<file path="config.mk">
export PLATFORM = sky130hd
export DESIGN_NAME = mmtx_ctrl
export DESIGN_NICKNAME = d
export VERILOG_FILES = /design/src/rtl/mmtx_pkg.sv /design/src/rtl/mmtx_idle_det.sv /design/src/rtl/mmtx_backoff.sv /design/src/rtl/mmtx_ctrl.sv
export SDC_FILE = /design/constraint.sdc
export NUM_CORES = 1
export LEC_CHECK = 0
export ABC_AREA = 1
export BUFFER_PORTS_ARGS = -buffer_cell sky130_fd_sc_hd__buf_2
export CORE_MARGIN = 2
export CORE_UTILIZATION = 62
export CTS_BUF_LIST = sky130_fd_sc_hd__clkbuf_16
export DETAILED_ROUTE_END_ITERATION = 10
export GPL_TIMING_DRIVEN = 0
export PLACE_DENSITY = 0.8
export SLEW_MARGIN = 20
export SYNTH_ARGS = -nofsm -noshare
export SYNTH_HDL_FRONTEND = slang
export SYNTH_SLANG_ARGS = --single-unit
</file>
<file path="constraint.sdc">
create_clock -name clk -period 2.2 [get_ports clk]
set_clock_uncertainty 0.05 [all_clocks]
set_input_delay 0.66 -clock clk [delete_from_list [all_inputs] [get_ports clk]]
set_output_delay 0.66 -clock clk [all_outputs]
set_load 0.05 [all_outputs]
</file>
<file path="src/rtl/mmtx_pkg.sv">
package mmtx_pkg;
  localparam int FRAME_BITS = 10;

  typedef enum logic [1:0] {
    ST_IDLE,
    ST_LISTEN,
    ST_SEND,
    ST_BACKOFF
  } mmtx_state_e;
endpackage

</file>
<file path="src/rtl/mmtx_idle_det.sv">
module mmtx_idle_det #(
  parameter int IDLE_CLKS = 192
) (
  input  logic clk,
  input  logic rst_n,
  input  logic bus_rx,
  output logic bus_free
);
  localparam int IW = $clog2(IDLE_CLKS + 1);

  logic [IW-1:0] mark_run;

  always_ff @(posedge clk or negedge rst_n) begin
    if (!rst_n)                          mark_run <= '0;
    else if (!bus_rx)                    mark_run <= '0;
    else if (mark_run != IW'(IDLE_CLKS)) mark_run <= mark_run + 1'b1;
  end

  assign bus_free = (mark_run == IW'(IDLE_CLKS));
endmodule

</file>
<file path="src/rtl/mmtx_backoff.sv">
module mmtx_backoff #(
  parameter int SLOT_CLKS = 256,
  parameter int MAX_EXP   = 8,
  parameter int CW        = 5
) (
  input  logic          clk,
  input  logic          rst_n,
  input  logic          start,
  input  logic [CW-1:0] coll_n,
  output logic          busy
);
  localparam int UPW = MAX_EXP + 8;
  localparam int BW  = MAX_EXP + $clog2(SLOT_CLKS + 1);

  logic [UPW-1:0]     uptime;
  logic [BW-1:0]      wait_cnt;
  logic [MAX_EXP-1:0] mask;
  logic [MAX_EXP-1:0] slots;
  int                 expo;

  // free-running since reset: gives each station its own random seed
  always_ff @(posedge clk or negedge rst_n) begin
    if (!rst_n) uptime <= '0;
    else        uptime <= uptime + 1'b1;
  end

  always_comb begin
    expo  = (int'(coll_n) > MAX_EXP) ? MAX_EXP : int'(coll_n);
    mask  = ~({MAX_EXP{1'b1}} << expo);
    slots = uptime[MAX_EXP-1:0] & mask;
  end

  always_ff @(posedge clk or negedge rst_n) begin
    if (!rst_n)              wait_cnt <= '0;
    else if (start)          wait_cnt <= BW'(slots) * BW'(SLOT_CLKS);
    else if (wait_cnt != '0) wait_cnt <= wait_cnt - 1'b1;
  end

  assign busy = (wait_cnt != '0);
endmodule

</file>
<file path="src/rtl/mmtx_ctrl.sv">
module mmtx_ctrl
  import mmtx_pkg::*;
#(
  parameter int CLKS_PER_BIT = 16,
  parameter int IDLE_BITS    = 12,
  parameter int SLOT_BITS    = 16,
  parameter int MAX_EXP      = 8,
  parameter int MAX_COLL     = 16
) (
  input  logic       clk,
  input  logic       rst_n,
  input  logic       in_valid,
  input  logic [7:0] in_data,
  output logic       in_ready,
  input  logic       bus_rx,
  output logic       drv_space,
  output logic       tx_done,
  output logic       tx_drop
);
  localparam int IDLE_CLKS = IDLE_BITS * CLKS_PER_BIT;
  localparam int SLOT_CLKS = SLOT_BITS * CLKS_PER_BIT;
  localparam int BCW       = $clog2(CLKS_PER_BIT);
  localparam int MID       = CLKS_PER_BIT / 2;
  localparam int CW        = $clog2(MAX_COLL + 1);
  localparam int IXW       = $clog2(FRAME_BITS);

  mmtx_state_e          st;
  logic [7:0]           byte_q;
  logic [FRAME_BITS-1:0] shreg;
  logic [BCW-1:0]       bit_clk;
  logic [IXW-1:0]       bit_idx;
  logic [CW-1:0]        coll_cnt;
  logic [CW-1:0]        coll_next;
  logic                 done_q, drop_q;
  logic                 idle_ok, bo_busy, bo_start;
  logic                 sending, coll_evt, bit_end, last_hit;

  mmtx_idle_det #(.IDLE_CLKS(IDLE_CLKS)) u_idle (
    .clk(clk), .rst_n(rst_n), .bus_rx(bus_rx), .bus_free(idle_ok)
  );

  mmtx_backoff #(.SLOT_CLKS(SLOT_CLKS), .MAX_EXP(MAX_EXP), .CW(CW)) u_bo (
    .clk(clk), .rst_n(rst_n), .start(bo_start), .coll_n(coll_next), .busy(bo_busy)
  );

  always_comb begin
    sending   = (st == ST_SEND);
    coll_evt  = sending && (bit_clk == BCW'(MID)) && (bus_rx != shreg[0]);
    bit_end   = (bit_clk == BCW'(CLKS_PER_BIT - 1));
    coll_next = coll_cnt + 1'b1;
    last_hit  = (coll_next == CW'(MAX_COLL));
    bo_start  = coll_evt && !last_hit;
  end

  always_ff @(posedge clk or negedge rst_n) begin
    if (!rst_n) begin
      st       <= ST_IDLE;
      byte_q   <= '0;
      shreg    <= '1;
      bit_clk  <= '0;
      bit_idx  <= '0;
      coll_cnt <= '0;
      done_q   <= 1'b0;
      drop_q   <= 1'b0;
    end else begin
      done_q <= 1'b0;
      drop_q <= 1'b0;
      unique case (st)
        ST_IDLE: if (in_valid) begin
          byte_q <= in_data;
          st     <= ST_LISTEN;
        end
        ST_LISTEN: if (idle_ok) begin
          shreg   <= {1'b1, byte_q, 1'b0};
          bit_clk <= '0;
          bit_idx <= '0;
          st      <= ST_SEND;
        end
        ST_SEND: begin
          if (coll_evt) begin
            shreg <= '1;
            if (last_hit) begin
              coll_cnt <= '0;
              drop_q   <= 1'b1;
              st       <= ST_IDLE;
            end else begin
              coll_cnt <= coll_next;
              st       <= ST_BACKOFF;
            end
          end else if (bit_end) begin
            bit_clk <= '0;
            if (bit_idx == IXW'(FRAME_BITS - 1)) begin
              coll_cnt <= '0;
              done_q   <= 1'b1;
              shreg    <= '1;
              st       <= ST_IDLE;
            end else begin
              bit_idx <= bit_idx + 1'b1;
              shreg   <= {1'b1, shreg[FRAME_BITS-1:1]};
            end
          end else begin
            bit_clk <= bit_clk + 1'b1;
          end
        end
        ST_BACKOFF: if (!bo_busy) st <= ST_LISTEN;
        default: st <= ST_IDLE;
      endcase
    end
  end

  assign in_ready  = (st == ST_IDLE);
  assign drv_space = sending && !shreg[0];
  assign tx_done   = done_q;
  assign tx_drop   = drop_q;
endmodule

</file>
-- Yosys cells after proc, flatten, opt, wreduce, memory -nomap -nowiden
Cells that the tools add are included.
- memories kept: 0
- output and inout port bits: 4
- RAM bits: 0
- input bits: 12
- latch bits: 0
- flip-flop bits (word level): 76
- word-level logic and storage cells: 95
- memory bits (read-only): 0
- equal/unequal tests: 19
- multiply operators: 0
- magnitude comparators: 1
- bitwise operators: 2
- reduce and logical (&&, ||, !) cells: 18
- multiplexer cells: 37
- div/mod/pow operators: 0
- add/sub/neg operators: 6
- shift-type cells: 1
- operators with widths (operator ; count):
    two-way mux 17 bit ; 2
    << shifter 8 x 32 -> 8 bit (first input constant) ; 1
    two-way mux 10 bit ; 3
    two-way mux 5 bit ; 5
    two-way mux 4 bit ; 6
    case mux 10 bit (2 select lines) ; 1
    nonzero test 17 bit ; 1
    subtractor 17 x 1 -> 17 bit (second input constant) ; 1
    adder 16 x 1 -> 16 bit (second input constant) ; 1
    two-way mux 8 bit ; 2
    case mux 4 bit (2 select lines) ; 2
    two-way mux 2 bit ; 7
    == test 4 bit (second input constant) ; 3
    inequality test 2 bit (second input constant) ; 5
    AND reduction 5 bit ; 2
    two-way mux 9 bit ; 1
    AND reduction 3 bit ; 3
    adder 4 x 1 -> 4 bit (second input constant) ; 2
    adder 8 x 1 -> 8 bit (second input constant) ; 1
    bitwise AND 8 bit ; 1
    == test 8 bit (second input constant) ; 1
    inequality test 8 bit (second input constant) ; 1
    NOT 8 bit ; 1
    case mux 2 bit (4 select lines) ; 1
    14 further kinds ; 30

-- Depth between registers and ports, before layout
- word-level depth: 7
- depth in mapped cells: 13

-- Modules after synthesis
From an unflattened synthesis, not the netlist that was laid out.
- cells, all modules: 493
- area total of the unflattened synthesis: 3803.6 um^2
- modules (own cells, without submodules) (module ; cells each ; area an instance (um^2) ; instances):
    mmtx_ctrl ; 218 ; 1849.3 ; 1
    mmtx_backoff ; 208 ; 1480.2 ; 1
    mmtx_idle_det ; 67 ; 474.2 ; 1

-- Least setup slack after synthesis
Ideal clock, no wire load.
- path kind: flip-flop to output port
- start point: register st[0]
- end point: output port drv_space
- arrival: 1.665 ns
- data required time: 1.490 ns
- path slack: -0.175 ns
- buffers on the path: 2
- cell stages (with the launch flop): 7
- path through: dfrtp_1 -> inv_1 -> ha_1 -> buf_6 -> inv_1 -> clkbuf_1 -> nor2_1
- cells in the longest elaborated chain, start to end: 2
- ends and longest elaborated chain (what ; RTL line ; text):
    start, declared ; mmtx_ctrl.sv:27 ; mmtx_state_e st;
    start signal, assigned ; mmtx_ctrl.sv:57 ; st <= ST_IDLE;
    start signal, assigned ; mmtx_ctrl.sv:71 ; st <= ST_LISTEN;
    start signal, assigned ; mmtx_ctrl.sv:77 ; st <= ST_SEND;
    == test 2 bit ; mmtx_ctrl.sv:47 ; sending = (st == ST_SEND);
    logical AND 1 bit ; mmtx_ctrl.sv:112 ; assign drv_space = sending && !shreg[0];
    end, declared ; mmtx_ctrl.sv:16 ; output logic drv_space,
No other way between the ends.

-- Worst setup path in the final report
- start point: register st[1]
- end point: output port in_ready
- cells in the longest elaborated chain, start to end: 1
- ends and longest elaborated chain (what ; RTL line ; text):
    zero test 2 bit ; mmtx_ctrl.sv:111 ; assign in_ready = (st == ST_IDLE);
    end, declared ; mmtx_ctrl.sv:14 ; output logic in_ready,
No other way between the ends.

==> flow_results.xml <==
<?xml version="1.0" encoding="UTF-8"?>
<metrics>
  <group name="worst_setup_path">
    <metric name="critPathKind" unit="">flip-flop to output port</metric>
    <metric name="cpMaxStageDelayCell" unit="">sky130_fd_sc_hd__dfrtp_1</metric>
    <metric name="critical-path-top-cell-by-count" unit="">sky130_fd_sc_hd__buf_4</metric>
    <metric name="timing.critical_path.from_type" unit="">flip-flop</metric>
    <metric name="timing.critical_path.max_delay_family" unit="">buffers and inverters</metric>
    <metric name="worst_path_max_stage_delay" unit="ns">0.41</metric>
    <metric name="critical_path.endpoint_type" unit="">output port</metric>
    <metric name="critical_path.cell_chain" unit="">buf_4 -&gt; inv_1 -&gt; ha_1 -&gt; buf_4</metric>
    <metric name="arrival" unit="ns">1.39</metric>
    <metric name="worstPathRequired" unit="ns">1.49</metric>
    <metric name="worst-path-buf-inv" unit="">3</metric>
    <metric name="path_max_fanout" unit="">3</metric>
  </group>
  <group name="drt">
    <metric name="routedWlPerCell" unit="µm">13.5</metric>
    <metric name="detail-route-antenna-nets" unit="">0</metric>
    <metric name="drc" unit="">0</metric>
    <metric name="drt_pass_1_iters" unit="">5</metric>
    <metric name="num_vias" unit="">3079</metric>
    <metric name="totalWireLength" unit="µm">7510</metric>
    <metric name="drtIter0Drc" unit="">242</metric>
    <metric name="route.detailed.vias_per_inst" unit="">5.52</metric>
  </group>
  <group name="placement">
    <metric name="globalplace.congestion" unit="">0.849</metric>
    <metric name="detailedPlacementHpwl" unit="µm">5340</metric>
    <metric name="placement.io_buffers" unit="">15</metric>
    <metric name="preCtsSetupSlack" unit="ns">-0.0976</metric>
    <metric name="placed_cells_incl_taps" unit="">540</metric>
  </group>
  <group name="cells_and_area">
    <metric name="finalNonFillerCells" unit="">558</metric>
    <metric name="register_area" unit="mm²">0.00169</metric>
    <metric name="antenna_cells_inserted" unit="">0</metric>
    <metric name="nNetsFinal" unit="">504</metric>
    <metric name="filler_cell_count" unit="">436</metric>
    <metric name="flow.area_growth_from_synthesis" unit="%">13.4</metric>
    <metric name="final_layout_size_suffix_gt1_share" unit="%">19.7</metric>
    <metric name="multi_input_area" unit="mm²">0.00178</metric>
  </group>
  <group name="run">
    <metric name="cap_viol_max_count" unit="">0</metric>
  </group>
  <group name="yosys">
    <metric name="yosys_most_used_dff" unit="">sky130_fd_sc_hd__dfrtp_1</metric>
    <metric name="mappedNetlistNets" unit="">474</metric>
    <metric name="synth_top_area_cells" unit="">sky130_fd_sc_hd__dfrtp_1, sky130_fd_sc_hd__nand2_1, sky130_fd_sc_hd__dfstp_2, sky130_fd_sc_hd__inv_1, sky130_fd_sc_hd__nand3_1</metric>
    <metric name="asyncSetResetFlopFracSynth" unit="%">100</metric>
    <metric name="postSynthCellCount" unit="">449</metric>
    <metric name="yosys_warnings" unit="">0</metric>
    <metric name="synth_enable_flop_cells" unit="">0</metric>
    <metric name="synth_largest_type_area_fraction" unit="%">38.8</metric>
    <metric name="synth_cell_type_count" unit="">41</metric>
    <metric name="synth_largest_area_cell" unit="">sky130_fd_sc_hd__dfrtp_1</metric>
    <metric name="syn_avg_cell_area" unit="µm²">8.33</metric>
    <metric name="ys_seq_area_share" unit="%">45.1</metric>
    <metric name="syn-cell-area" unit="mm²">0.00374</metric>
    <metric name="ys_seq_elements" unit="">67</metric>
  </group>
  <group name="floorplanning">
    <metric name="floorplan.die_area" unit="mm²">0.00667</metric>
    <metric name="die_outline_width" unit="µm">81.7</metric>
    <metric name="initial_utilization" unit="%">63.6</metric>
    <metric name="core_region_area" unit="mm²">0.00589</metric>
    <metric name="io_pins" unit="">16</metric>
    <metric name="die-height" unit="µm">81.7</metric>
    <metric name="fp-row-count" unit="">28</metric>
  </group>
  <group name="sta">
    <metric name="finalHoldWorstSlack" unit="ns">0.215</metric>
    <metric name="timing.slew.headroom" unit="%">67.5</metric>
    <metric name="timing.final.setup_violations" unit="">0</metric>
    <metric name="setup_ws" unit="ns">0.0954</metric>
    <metric name="maxClockFrequency" unit="GHz">0.475</metric>
    <metric name="rsz0062_at_grt" unit="">false</metric>
    <metric name="timing_hold_violations_final" unit="">0</metric>
    <metric name="final_period_minus_worst_setup_slack" unit="ns">2.10</metric>
    <metric name="final.period_utilization" unit="%">95.7</metric>
    <metric name="timing.setup.tns" unit="ns">0</metric>
    <metric name="worst_pin_slew" unit="ns">0.484</metric>
    <metric name="fin_max_slew_vios" unit="">0</metric>
  </group>
  <group name="clocking">
    <metric name="cts_buffer_depth" unit="">2</metric>
    <metric name="cts_root_buf" unit="">sky130_fd_sc_hd__clkbuf_16</metric>
    <metric name="clock_tree_from_tritoncts" unit="">yes</metric>
    <metric name="cts_sinks" unit="">67</metric>
    <metric name="insertion_delay" unit="ns">0.33</metric>
    <metric name="clk_pin_slew_worst_paths" unit="ns">0.05</metric>
    <metric name="cts_inserted_buffers" unit="">9</metric>
    <metric name="clock_tree.htree_level_count" unit="">3</metric>
  </group>
  <group name="pwr">
    <metric name="reported_leakage_power" unit="nW">2.12</metric>
    <metric name="cellInternalPower" unit="mW">3.06</metric>
    <metric name="vdd_drop_max" unit="mV">0.884</metric>
    <metric name="sw_pwr" unit="mW">1.86</metric>
    <metric name="net_switching_fraction_of_the_power" unit="%">37.7</metric>
    <metric name="pwr-share-seq" unit="%">38.5</metric>
    <metric name="p_clk_share" unit="%">24.9</metric>
    <metric name="p_comb_share" unit="%">36.7</metric>
    <metric name="power.density" unit="mW/mm²">1160</metric>
  </group>
  <group name="grt">
    <metric name="antenna_found_initial" unit="">0</metric>
    <metric name="total_track_usage" unit="%">26.1</metric>
    <metric name="grt-ovfl-total" unit="">0</metric>
    <metric name="first_global_vias" unit="">3093</metric>
    <metric name="wire_length_of_the_first_global_routing_pass" unit="µm">13300</metric>
    <metric name="grt_start_max_net_pins" unit="">37</metric>
  </group>
  <group name="min_path">
    <metric name="worstHoldPathType" unit="">input port to asynchronous set/reset pin</metric>
  </group>
  <group name="run_status">
    <metric name="status" unit="">completed</metric>
  </group>
</metrics>
-- power by group through the flow --
stage | Combinational, mW | Sequential [mW] | Clock, mW
after global placement | 1.64 | 1.89 | 0
after floorplan | 1.41 | 1.84 | 0
after global routing | 2.06 | 1.94 | 1.29
after CTS | 1.80 | 1.88 | 1.24
after detailed placement | 1.72 | 1.90 | 0
final | 1.81 | 1.89 | 1.22
-- timing repair --
action | in CTS | in global routing
resized for setup | 8 | 5
pin swaps | 0 | 2
setup buffers | 4 | 0
setup endpoints to repair | 1 | 1
hold buffers | 0 | 0
-- path summary, 6_finish.rpt --
check / from / to / slack, ns / depth (start not counted)
max in group asynchronous: rst_n / shreg[7] / 1.29 / 2
worst max-delay path: st[1] / in_ready / 0.1 / 4
worst min-delay path: rst_n / u_bo.uptime[5] / 0.21 / 1
worst max register to register: st[1] / bit_idx[2] / 0.24 / 12
worst min register to register: u_bo.uptime[0] / u_bo.uptime[0] / 0.42 / 1
min in group clk: u_bo.uptime[0] / u_bo.uptime[0] / 0.42 / 1
-- registers in the layout, summed over array words and instances (netlist names) --
register / flops
u_bo.wait_cnt: 17
bit_clk: 4
coll_cnt: 5
tx_drop: 1
byte_q: 8
u_bo.uptime: 8
st: 2
shreg: 9
u_idle.mark_run: 8
tx_done: 1
bit_idx: 4
-- cells in the final DEF, fill, tap and decap left out, drive strengths merged --
master  instances
nand4          13
nand3          40
nor3           11
dfrtp          58
a31o            1
o21bai          1
nand2          99
nor4            1
a21oi          17
o21ai          38
clkbuf         10
clkinv          6
buf            25
o22ai           2
nand3b          3
xor2           12
mux2            2
a31oi           1
inv            62
nor3b           1
ha             13
or2             3
a22oi           1
dfstp           9
xnor2           3
nor2           51
-- per-stage QoR --
step                      util [%]  cell area (µm²)  total power, mW
after floorplan                  -             3740             3.25
after detailed placement      66.9             3940             3.62
after global routing          72.1             4240             5.29
final                         72.1             4240             4.92
after global placement        66.5             3910             3.53
after CTS                     72.0             4240             4.92
-- cell usage after synthesis (3+ instances only) --
master                     n
sky130_fd_sc_hd__nor2_4    3
sky130_fd_sc_hd__xor2_1   12
sky130_fd_sc_hd__ha_1     13
sky130_fd_sc_hd__nand2_1  90
sky130_fd_sc_hd__nor2_1   44
sky130_fd_sc_hd__xnor2_1   3
sky130_fd_sc_hd__nand3_2   5
sky130_fd_sc_hd__buf_6     4
sky130_fd_sc_hd__nor3_1    9
sky130_fd_sc_hd__nand2_2   7
sky130_fd_sc_hd__nand4_1  12
sky130_fd_sc_hd__o21ai_1   6
sky130_fd_sc_hd__a21oi_1  17
sky130_fd_sc_hd__nor2_2    4
sky130_fd_sc_hd__o21ai_2   8
sky130_fd_sc_hd__or2_2     3
sky130_fd_sc_hd__inv_2     3
sky130_fd_sc_hd__nand3_1  35
sky130_fd_sc_hd__inv_1    57
sky130_fd_sc_hd__dfstp_2   9
sky130_fd_sc_hd__o21ai_0  23
sky130_fd_sc_hd__dfrtp_1  58
-- logic make-up (layout without fill, tap and decap cells) --
kind of cell	Yosys count	count (layout)	synth area share [%]
compound gates	61	61	9.60
simple gates	222	222	28.9
flops	67	67	45.1
fa+ha+maj	13	13	4.35
xor+xnor	15	15	3.51
buf+inv	69	103	7.99
mux	2	2	0.602
-- worst reg2reg max path: stages, from the launching register on --
cell                      delay, ns
sky130_fd_sc_hd__dfrtp_1       0.41
sky130_fd_sc_hd__ha_4          0.17
sky130_fd_sc_hd__buf_6         0.11
sky130_fd_sc_hd__buf_4         0.15
sky130_fd_sc_hd__nand2_1       0.06
sky130_fd_sc_hd__nor2_1        0.05
sky130_fd_sc_hd__nand2_1       0.09
sky130_fd_sc_hd__buf_6         0.18
sky130_fd_sc_hd__o21ai_2       0.11
sky130_fd_sc_hd__nor3_4        0.22
sky130_fd_sc_hd__nand2_2       0.12
sky130_fd_sc_hd__nand2_1       0.08
sky130_fd_sc_hd__nand2_1       0.05
-- per-layer routing --
layer | global-route usage (%) | vias up | routed length (µm)
met5 | 0 | - | 0
met4 | 9.67 | 0 | 104
met2 | 43.5 | 76 | 3800
li1 | - | 1517 | -
met1 | 33.1 | 1473 | 3290
met3 | 6.37 | 13 | 317
-- cell type report --
cell class | count | share of cell area (%)
Multi-Input combinational cell | 313 | 41.8
Sequential cell | 67 | 39.8
Inverter | 62 | 5.63
Clock buffer | 9 | 5.31
Timing Repair Buffer | 20 | 3.30
Tap cell | 75 | 2.21
Buffer | 6 | 1.33
Clock inverter | 6 | 0.619
(Power assumes the default switching activity.)
